$ cat src/rtl/secded32_codec.sv
module secded32_codec (
  input  logic        clk,
  input  logic        rst_n,
  input  logic [31:0] enc_data,
  output logic [6:0]  enc_check,
  input  logic        dec_valid_in,
  input  logic [31:0] dec_data_in,
  input  logic [6:0]  dec_check_in,
  output logic        dec_valid_out,
  output logic [31:0] dec_data_out,
  output logic [1:0]  dec_err_count,
  output logic        dec_check_err
);

  function automatic logic [5:0] cover6(input logic [31:0] d);
    logic [5:0] c;
    c = '0;
    for (int i = 1; i < 32; i++) begin
      for (int k = 0; k < 5; k++)
        if (((i >> k) & 1) == 1) c[k] = c[k] ^ d[i];
      c[5] = c[5] ^ d[i];
    end
    if (d[0]) c[4:0] = ~c[4:0];
    return c;
  endfunction

  logic [5:0] enc_c6;
  assign enc_c6    = cover6(enc_data);
  assign enc_check = {^{enc_data, enc_c6}, enc_c6};

  logic [5:0]  syn;
  logic        odd, one_hot, hit_b0, hit_hi;
  logic [4:0]  pos;
  logic [1:0]  cnt;
  logic        ce, fix;
  logic [31:0] flip;

  assign syn     = cover6(dec_data_in) ^ dec_check_in[5:0];
  assign odd     = ^{dec_data_in, dec_check_in};
  assign one_hot = (syn & (syn - 6'd1)) == 6'd0;
  assign hit_b0  = syn == 6'b011111;
  assign hit_hi  = syn[5] && (syn[4:0] != 5'd0);
  assign pos     = hit_b0 ? 5'd0 : syn[4:0];
  assign flip    = fix ? (32'd1 << pos) : 32'd0;

  always_comb begin
    cnt = 2'd0;
    ce  = 1'b0;
    fix = 1'b0;
    if (!odd) begin
      cnt = (syn == 6'd0) ? 2'd0 : 2'd2;
    end else if (one_hot) begin
      cnt = 2'd1;
      ce  = 1'b1;
    end else if (hit_b0 || hit_hi) begin
      cnt = 2'd1;
      fix = 1'b1;
    end else begin
      cnt = 2'd2;
    end
  end

  always_ff @(posedge clk) begin
    if (!rst_n) begin
      dec_valid_out <= 1'b0;
      dec_data_out  <= '0;
      dec_err_count <= 2'd0;
      dec_check_err <= 1'b0;
    end else begin
      dec_valid_out <= dec_valid_in;
      if (dec_valid_in) begin
        dec_data_out  <= dec_data_in ^ flip;
        dec_err_count <= cnt;
        dec_check_err <= ce;
      end
    end
  end

endmodule

$ cat config.mk
export PLATFORM = sky130hd
export DESIGN_NAME = secded32_codec
export DESIGN_NICKNAME = d
export VERILOG_FILES = /design/src/rtl/secded32_codec.sv
export SDC_FILE = /design/constraint.sdc
export NUM_CORES = 1
export LEC_CHECK = 0
export ABC_AREA = 1
export BUFFER_PORTS_ARGS = -buffer_cell sky130_fd_sc_hd__clkbuf_2
export CORE_MARGIN = 1
export CORE_UTILIZATION = 51
export CTS_CLUSTER_SIZE = 40
export DETAILED_ROUTE_END_ITERATION = 6
export GPL_TIMING_DRIVEN = 0
export PLACE_DENSITY = 0.8
export SYNTH_ARGS = -nofsm -noshare
export SYNTH_HDL_FRONTEND = slang
export SYNTH_SLANG_ARGS = --single-unit
$ cat constraint.sdc
create_clock -name clk -period 2.4 [get_ports clk]
set_input_delay 0.36 -clock clk [delete_from_list [all_inputs] [get_ports clk]]
set_output_delay 0.36 -clock clk [all_outputs]
set_load 0.02 [all_outputs]
* Word-level counts from Yosys, hierarchy flattened
Cells that the tools add are included.
** Operators by class
- $add $sub $neg :: 1
- Bitwise gates (word level) :: 215
- Equality and inequality tests :: 1
- Shift operators :: 1
- Multiplexer cells :: 13
- Reductions and logical operators :: 7
** Operators by type and width (count)
- bitwise XOR 1 bit :: 210
- XOR reduction 39 bit :: 1
- XOR reduction 38 bit :: 1
- 2-to-1 mux 32 bit :: 1
- << shifter 1 x 5 -> 32 bit (first input constant) :: 1
- bitwise XOR 32 bit :: 1
- 2-to-1 mux 5 bit :: 3
- zero test 6 bit :: 2
- inverter 5 bit :: 2
- 2-to-1 mux 2 bit :: 4
- AND 6 bit :: 1
- equality test 6 x 5 -> 1 bit (second input constant) :: 1
- subtractor 6 x 1 -> 6 bit (second input constant) :: 1
- bitwise XOR 6 bit :: 1
- 2-to-1 mux 1 bit :: 5
- nonzero test 5 bit :: 1
- logical AND 1 bit :: 1
- logical OR 1 bit :: 1
** Word-level totals
- Output and inout bits :: 43
- Register bits after elaboration :: 36
- Word-level logic and storage cells :: 242

* Logic depth before layout (Yosys ltp)
Gate-level depths: netlist of run 1.
- Word-level depth :: 39
- Mapped depth :: 26
- Mapped depth without buffers :: 24

* Worst setup path after synthesis of run 1
Ideal clock, no wire load.
- Path type :: input -> output
- Start point :: input enc_data[12]
- End point :: output enc_check[6]
- Stages on the path :: 12
- Data arrival time :: 2.386 ns
- Setup slack :: -0.346 ns
- Cell sequence :: xnor2_1 xnor2_1 xor2_1 xor2_1 xor2_1 xnor2_1 nand2_1 nand2_1 nand2_1 nand2_1 nand3_1 nand2_1
** Between the ends
- Elaborated cells on any way between the ends :: 47
- Those cells by class :: mux: 1; bitwise: 45; reduce/logical: 1
** RTL lines
- from (decl) :: RTL line 4 : input logic [31:0] enc_data,
- bitwise XOR 1 bit * (12 in a row) :: RTL line 20 : if (((i >> k) & 1) == 1) c[k] = c[k] ^ d[i];
- inverter 5 bit :: RTL line 23 : if (d[0]) c[4:0] = ~c[4:0];
- 2-to-1 mux 5 bit * :: RTL line 23
- via enc_check[3] :: RTL line 5 : output logic [6:0] enc_check,
- XOR reduction 38 bit * :: RTL line 29 : assign enc_check = {^{enc_data, enc_c6}, enc_c6};
- to (decl) :: RTL line 5
Mark *: on every way through the listed nets, which the timed path passes. The rest lies on a longest branch.

* Worst setup path in the final report of run 1
- Start point :: input enc_data[30]
- End point :: output enc_check[6]
** Between the ends
- Word-level cells in the longest chain between the ends :: 5
- Elaborated cells on any way between the ends :: 13
- Those cells by class :: mux: 1; bitwise: 11; reduce/logical: 1
** RTL lines (RTL line)
- bitwise XOR 1 bit (2 in a row) :: 20
- inverter 5 bit :: 23
- 2-to-1 mux 5 bit :: 23
- XOR reduction 38 bit * :: 29
Every way passes the cells marked *; elsewhere a longest branch is shown, timed or not.

==> flow_metrics.py, run 1 <==
metrics = {
    "outcome": {
        "status": "complete, but fails checks",
        "violations": "negative setup slack",
    },
    "placed_design": {
        "gp_routability_congestion": 1.043,
        "dpl.hpwl_um": 12850,
        "dp.cells": 1117,
        "place_ws_ps": -549.5,
        "port_buffers": 100,
    },
    "sta": {
        "hold_viol_final": 0,
        "fin_crit_sh": 1.221,
        "finalSetupViolations": 37,
        "holdWs_ps": 436.5,
        "rsz0062_at_grt": "true",
        "drv_slew": 0,
        "clock.fmax_mhz": 341.2,
        "worst_pin_slew_ps": 785.1,
        "worst_slack_ps": -531.2,
        "fin_crit_ps": 2931,
        "relSlewSlack": 0.4766,
        "skew_ps": 0,
    },
    "route": {
        "final_antenna_net_count": 0,
        "routedLengthMet1_um": 7525,
        "firstDrtPassIters": 7,
        "wl_per_cell_um": 17.53,
        "vias": 6848,
        "viasPerCell": 5.755,
        "dr_wl_met3_um": 1916,
        "drc": 0,
        "routed_wl_um": 20860,
        "drt_iter0_drc": 613,
        "highest_layer": "met4",
        "wl_met2_um": 9906,
    },
    "worst_setup_path": {
        "worstRegToRegCells": 2,
        "worstPathRequired_ps": 2040,
        "cp_max_fo": 4,
        "rrSetupSlack_ps": 1700,
        "endpoint_kind": "primary output",
        "r2r-end": "dec_data_out[24]",
        "start_kind": "primary input",
        "worstSetupPathType": "primary input to primary output",
        "rr_startpoint": "dec_data_out[24]",
        "arrival_ps": 2570,
    },
    "clock_tree": {
        "clock_latency_ps": 290,
        "clockBufferDepth": 2,
        "clkTransAtPathRegs_ps": 70,
        "cts_made_buffers": 5,
        "htree_levels": 2,
        "cts_tree": "done",
        "cts.sinks": 36,
        "root_buffer": "clkbuf_8",
    },
    "die": {
        "initial_utilization": 0.5262,
        "die_y_um": 102.2,
        "rows": 36,
        "die_w_um": 102.2,
        "core-area_um2": 9729,
        "die_area_um2": 10440,
        "io_pins": 117,
    },
    "grt": {
        "grt_overflow": 0,
        "antenna_found_initial": 0,
        "grt_max_degree": 12,
        "grt_pass1_wl_um": 26160,
        "grt_usage": 0.3267,
        "grt_pass1_vias": 5481,
    },
    "synthesis": {
        "synth_nets": 958,
        "synth_cell_types": 34,
        "synth_edf_count": 0,
        "yosysWarnings": 0,
        "ys.flop_type": "dfxtp_1",
        "syn_area_um2": 5120,
        "netlist_instances": 884,
        "ys_ff_latch": 36,
        "synthArstFlopShare": 0,
        "seq_area_frac_synth": 0.1408,
        "avgSynthCellArea_um2": 5.792,
    },
    "layout": {
        "layout_common_cells": "nand2_1 (238), clkbuf_2 (78), inv_1 (76), nand4_1 (76), nand2_2 (66)",
        "insertedDiodeCount": 0,
        "final_cells": 1190,
        "final_common_cell": "nand2_1",
        "area_growth_pct": 52.74,
        "nets": 1130,
        "nFillCells": 645,
        "drive_gt1_frac": 0.4087,
    },
    "job": {
        "drv_cap": 0,
    },
    "min_path": {
        "min_path_cells": 5,
        "worstHoldStart": "dec_data_in[28]",
        "min_to": "dec_data_out[28]",
        "hp-class": "primary input to register",
    },
    "power": {
        "vdd_drop_max_uv": 789.6,
        "power_density_nw_per_um2": 866.2,
        "power.leakage_uw": 0.004136,
    },
}
## metal layers
metal | global-route usage | vias to the layer above
met4 | 0.1297 | 0
met1 | 0.4013 | 3088
met3 | 0.05609 | 154
met5 | 0 | -
li1 | - | 3124
met2 | 0.5663 | 482
## area by class of cell
cell class | instances | area (um2) | share of cell area
buffer | 43 | 350.3 | 0.04480
inverter | 117 | 508.0 | 0.06496
multi-input combinational | 687 | 4706 | 0.6018
sequential | 36 | 720.7 | 0.09216
clock inverter | 2 | 35.03 | 0.004480
tap | 133 | 166.4 | 0.02128
clock buffer | 6 | 72.57 | 0.009280
timing repair buffer | 166 | 1261 | 0.1613
## sequential cells by signal (all words and copies together), names as in the netlist
signal and flops:
dec_data_out 32, dec_err_count 2, dec_check_err 1, dec_valid_out 1
## critical path, cell delays in order
cell and delay, ps:
clkbuf_2 130, xor2_4 210, xnor2_2 170, xor2_1 210, xor2_1 250, xor2_1 300
inv_1 130, nand2_1 110, nand2_2 70, inv_1 60, nand2_1 70, nand2_1 80
nand2_1 50, nand2_1 80, inv_1 50, nand2_1 70, nand2_2 60, buf_8 120
## synthesized netlist by cell type (2+ instances only)
cell type  number  area share
nand2_2        12       0.015
nand3b_1        4      0.0059
or2_1           2      0.0024
dfxtp_1        36        0.14
buf_6           9       0.020
xnor2_2         3      0.0095
xor2_2          3      0.0095
clkinv_1        2      0.0015
inv_1          97       0.071
nand3_2         3      0.0059
nor2_2          2      0.0024
nor2_1         49       0.036
buf_4           9       0.013
clkbuf_2        2      0.0020
o21ai_0        11       0.011
xor2_1         55       0.094
inv_2          17       0.012
clkbuf_1       10      0.0073
nand4_1        76       0.093
xnor2_1        62        0.11
a21oi_1         9      0.0088
nand3_1        68       0.066
nand2_1       320        0.23
buf_1           2      0.0015
buf_2          12       0.012
## repair_timing
item / CTS / global route
resized for setup: 92 / 265
cloned: 1 / 6
hold buffers: 0 / 0
pin swaps: 41 / 110
setup buffers: 20 / 39
endpoints found under the setup margin: 36 / 38
## where the power goes
part | internal (uW) | switching, uW
logic | 2300 | 3250
clock network | 308 | 228
registers | 657 | 30.5
total | 3260 | 3510
## stage by stage
step | cell area, um2 | utilization | setup TNS [ps] | power [uW]
after floorplan | 5261 | - | -50.42 | 3413
after global placement | 5928 | 0.6093 | -15910 | 4220
after detailed placement | 5928 | 0.6093 | -16380 | 4253
after CTS | 6586 | 0.6770 | -384.5 | 5221
after global routing | 7820 | 0.8038 | -8725 | 7047
final | 7820 | 0.8038 | -3785 | 6774
## worst max-delay path by stage
stage          slack [ps]       startpoint               to  cells past startpoint
2_1_floorplan         -50     enc_data[10]     enc_check[6]                     12
3_3_place_gp         -530  dec_data_in[25]  dec_data_out[5]                     24
3_5_place_dp         -550  dec_data_in[25]  dec_data_out[5]                     26
4_1_cts              -300      enc_data[4]     enc_check[6]                     13
5_1_grt              -610     enc_data[30]     enc_check[6]                     18
6_report             -530     enc_data[30]     enc_check[6]                     18
## cell families (layout without fill, tap and decap cells)
group           Yosys count  count (layout)  synth area share
compound gates           24              24           0.02688
buf+inv                 161             334            0.1417
flops                    36              36            0.1408
xor+xnor                124             124            0.2236
simple gates            539             539            0.4670
Note: power is estimated with default switching activity, not from simulation.
==> run 2: changes to the inputs <==
--- a/config.mk
+++ b/config.mk
@@ -7,12 +7,15 @@
 export LEC_CHECK = 0
 export ABC_AREA = 1
 export BUFFER_PORTS_ARGS = -buffer_cell sky130_fd_sc_hd__clkbuf_2
+export CELL_PAD_IN_SITES_DETAIL_PLACEMENT = 2
+export CELL_PAD_IN_SITES_GLOBAL_PLACEMENT = 2
 export CORE_MARGIN = 1
-export CORE_UTILIZATION = 51
+export CORE_UTILIZATION = 25
 export CTS_CLUSTER_SIZE = 40
 export DETAILED_ROUTE_END_ITERATION = 6
 export GPL_TIMING_DRIVEN = 0
-export PLACE_DENSITY = 0.8
+export PLACE_DENSITY = 0.78
+export SETUP_SLACK_MARGIN = 0.02
 export SYNTH_ARGS = -nofsm -noshare
 export SYNTH_HDL_FRONTEND = slang
 export SYNTH_SLANG_ARGS = --single-unit
==> flow_metrics.py, run 2 (synthesis results as in run 1) <==
metrics = {
    "outcome": {
        "status": "complete, but fails checks",
        "violations": "negative setup slack",
    },
    "grt": {
        "grt_overflow": 0,
        "grt_max_degree": 12,
        "grt_usage": 0.2847,
        "grt_pass1_vias": 7970,
        "antenna_found_initial": 0,
        "grt_pass1_wl_um": 46050,
    },
    "sta": {
        "finalSetupViolations": 39,
        "worst_slack_ps": -798.5,
        "tns_ps": -21470,
        "skew_ps": 0,
        "rsz0062_at_grt": "true",
        "worst_pin_slew_ps": 1026,
        "drv_slew": 0,
        "relSlewSlack": 0.3159,
        "hold_viol_final": 0,
        "fin_crit_ps": 3198,
        "clock.fmax_mhz": 312.6,
        "fin_crit_sh": 1.333,
    },
    "placed_design": {
        "port_buffers": 100,
        "gp_routability_congestion": 0.8864,
        "dp.cells": 1249,
        "dpl.hpwl_um": 18290,
    },
    "route": {
        "drc": 0,
        "wl_per_cell_um": 29.70,
        "vias": 7564,
        "firstDrtPassIters": 5,
        "drt_iter0_drc": 610,
        "final_antenna_net_count": 0,
        "routed_wl_um": 39710,
        "viasPerCell": 5.657,
    },
    "clock_tree": {
        "clockBufferDepth": 2,
        "hold_buffers": 0,
        "clock_latency_ps": 300,
        "root_buffer": "clkbuf_16",
        "cts.sinks": 36,
        "cts_tree": "done",
        "cts_made_buffers": 5,
        "htree_levels": 2,
        "clkTransAtPathRegs_ps": 60,
    },
    "worst_setup_path": {
        "worstSetupPathType": "primary input to primary output",
        "endpoint_kind": "primary output",
        "worstPathRequired_ps": 2040,
        "arrival_ps": 2840,
        "cp_max_fo": 3,
        "start_kind": "primary input",
    },
    "die": {
        "die_w_um": 145.1,
        "die_area_um2": 21060,
        "initial_utilization": 0.2588,
        "rows": 51,
        "die_y_um": 145.1,
        "io_pins": 117,
        "core-area_um2": 19780,
    },
    "layout": {
        "reg_top3": "dec_data_out (32), dec_err_count (2)",
        "layout_common_cells": "nand2_1 (210), nand2_2 (83), nand4_1 (76), inv_1 (71), clkbuf_2 (69)",
        "area_growth_pct": 73.70,
        "nets": 1145,
        "largest_reg_flops": 32,
        "drive_gt1_frac": 0.4841,
        "final_common_cell": "nand2_1",
        "final_cells": 1337,
        "insertedDiodeCount": 0,
        "regMostFlops": "dec_data_out",
    },
    "job": {
        "drv_cap": 0,
    },
    "power": {
        "power_density_nw_per_um2": 989.6,
        "power.leakage_uw": 0.004457,
        "vdd_drop_max_uv": 409.2,
    },
    "min_path": {
        "hp-class": "primary input to register",
    },
}
run 2: changes by cell type in the layout (fill, tap and decap cells not counted), moves of 11 or more:
cell | previous run | this run
nand2_1 | 238 | 210
nand3_2 | 22 | 33
nand3_1 | 41 | 25
nand2_2 | 66 | 83
xor2_1 | 47 | 36
run 2: repair_timing:
item,4_1_cts,5_1_grt
pin swaps,97,146
gates resized for setup,243,265
setup buffers,52,27
gates cloned,7,1
setup endpoints to repair,38,39
run 2: worst paths after layout:
kind	startpoint	end	slack, ps	cells past startpoint
max	enc_data[29]	enc_check[6]	-800	19
min	dec_data_in[7]	dec_data_out[7]	410	4
max reg2reg	dec_data_out[29]	dec_data_out[29]	1580	4
min reg2reg	dec_data_out[8]	dec_data_out[8]	500	2
run 2: critical path, cell delays in order:
cell      delay (ps)
clkbuf_8         140
xor2_2           230
nand2_2          100
nand2_4          120
xor2_4           270
buf_6            170
xor2_4           150
xor2_2           260
inv_2             90
nand2_2           90
nand2_2           90
inv_1            130
nand2_2          110
nand2_2           80
nand2_2           70
nand2_2           80
nand2_2           60
nand2_2           90
buf_8            120
run 2: power breakdown:
part	switching (uW)	internal (uW)	total (uW)	leakage, uW
Clock	302	411	713	0.0000766
Sequential	41.4	658	699	0.000300
Combinational	4530	2860	7390	0.00408
run 2: per-layer routing:
layer	global-route usage	routed length, um
met2	0.5238	19450
met3	0.06478	3022
met5	0	0
met1	0.3017	13600
met4	0.1453	3637
run 2: cell type report:
cell class / instances / area [um2]
plain buffers: 42 / 376.6
well taps: 265 / 331.6
clock inverters: 2 / 10.01
repair buffers: 182 / 1609
multi-input cells: 687 / 5176
flip-flops and latches: 36 / 720.7
fillers: 2253 / 10890
inverters: 117 / 530.5
clock buffers: 6 / 138.9
run 2: stage by stage:
step	util	setup slack (ps)	power (uW)	cell area [um2]	hold slack (ps)
2_1_floorplan	-	-50.42	3413	5261	546.0
4_1_cts	0.3935	-396.0	6820	7784	428.5
3_5_place_dp	0.3080	-733.2	4510	6093	478.6
6_report	0.4496	-798.5	8801	8894	413.4
3_3_place_gp	0.3080	-621.2	4389	6093	473.8
5_1_grt	0.4496	-840.5	8996	8894	443.1
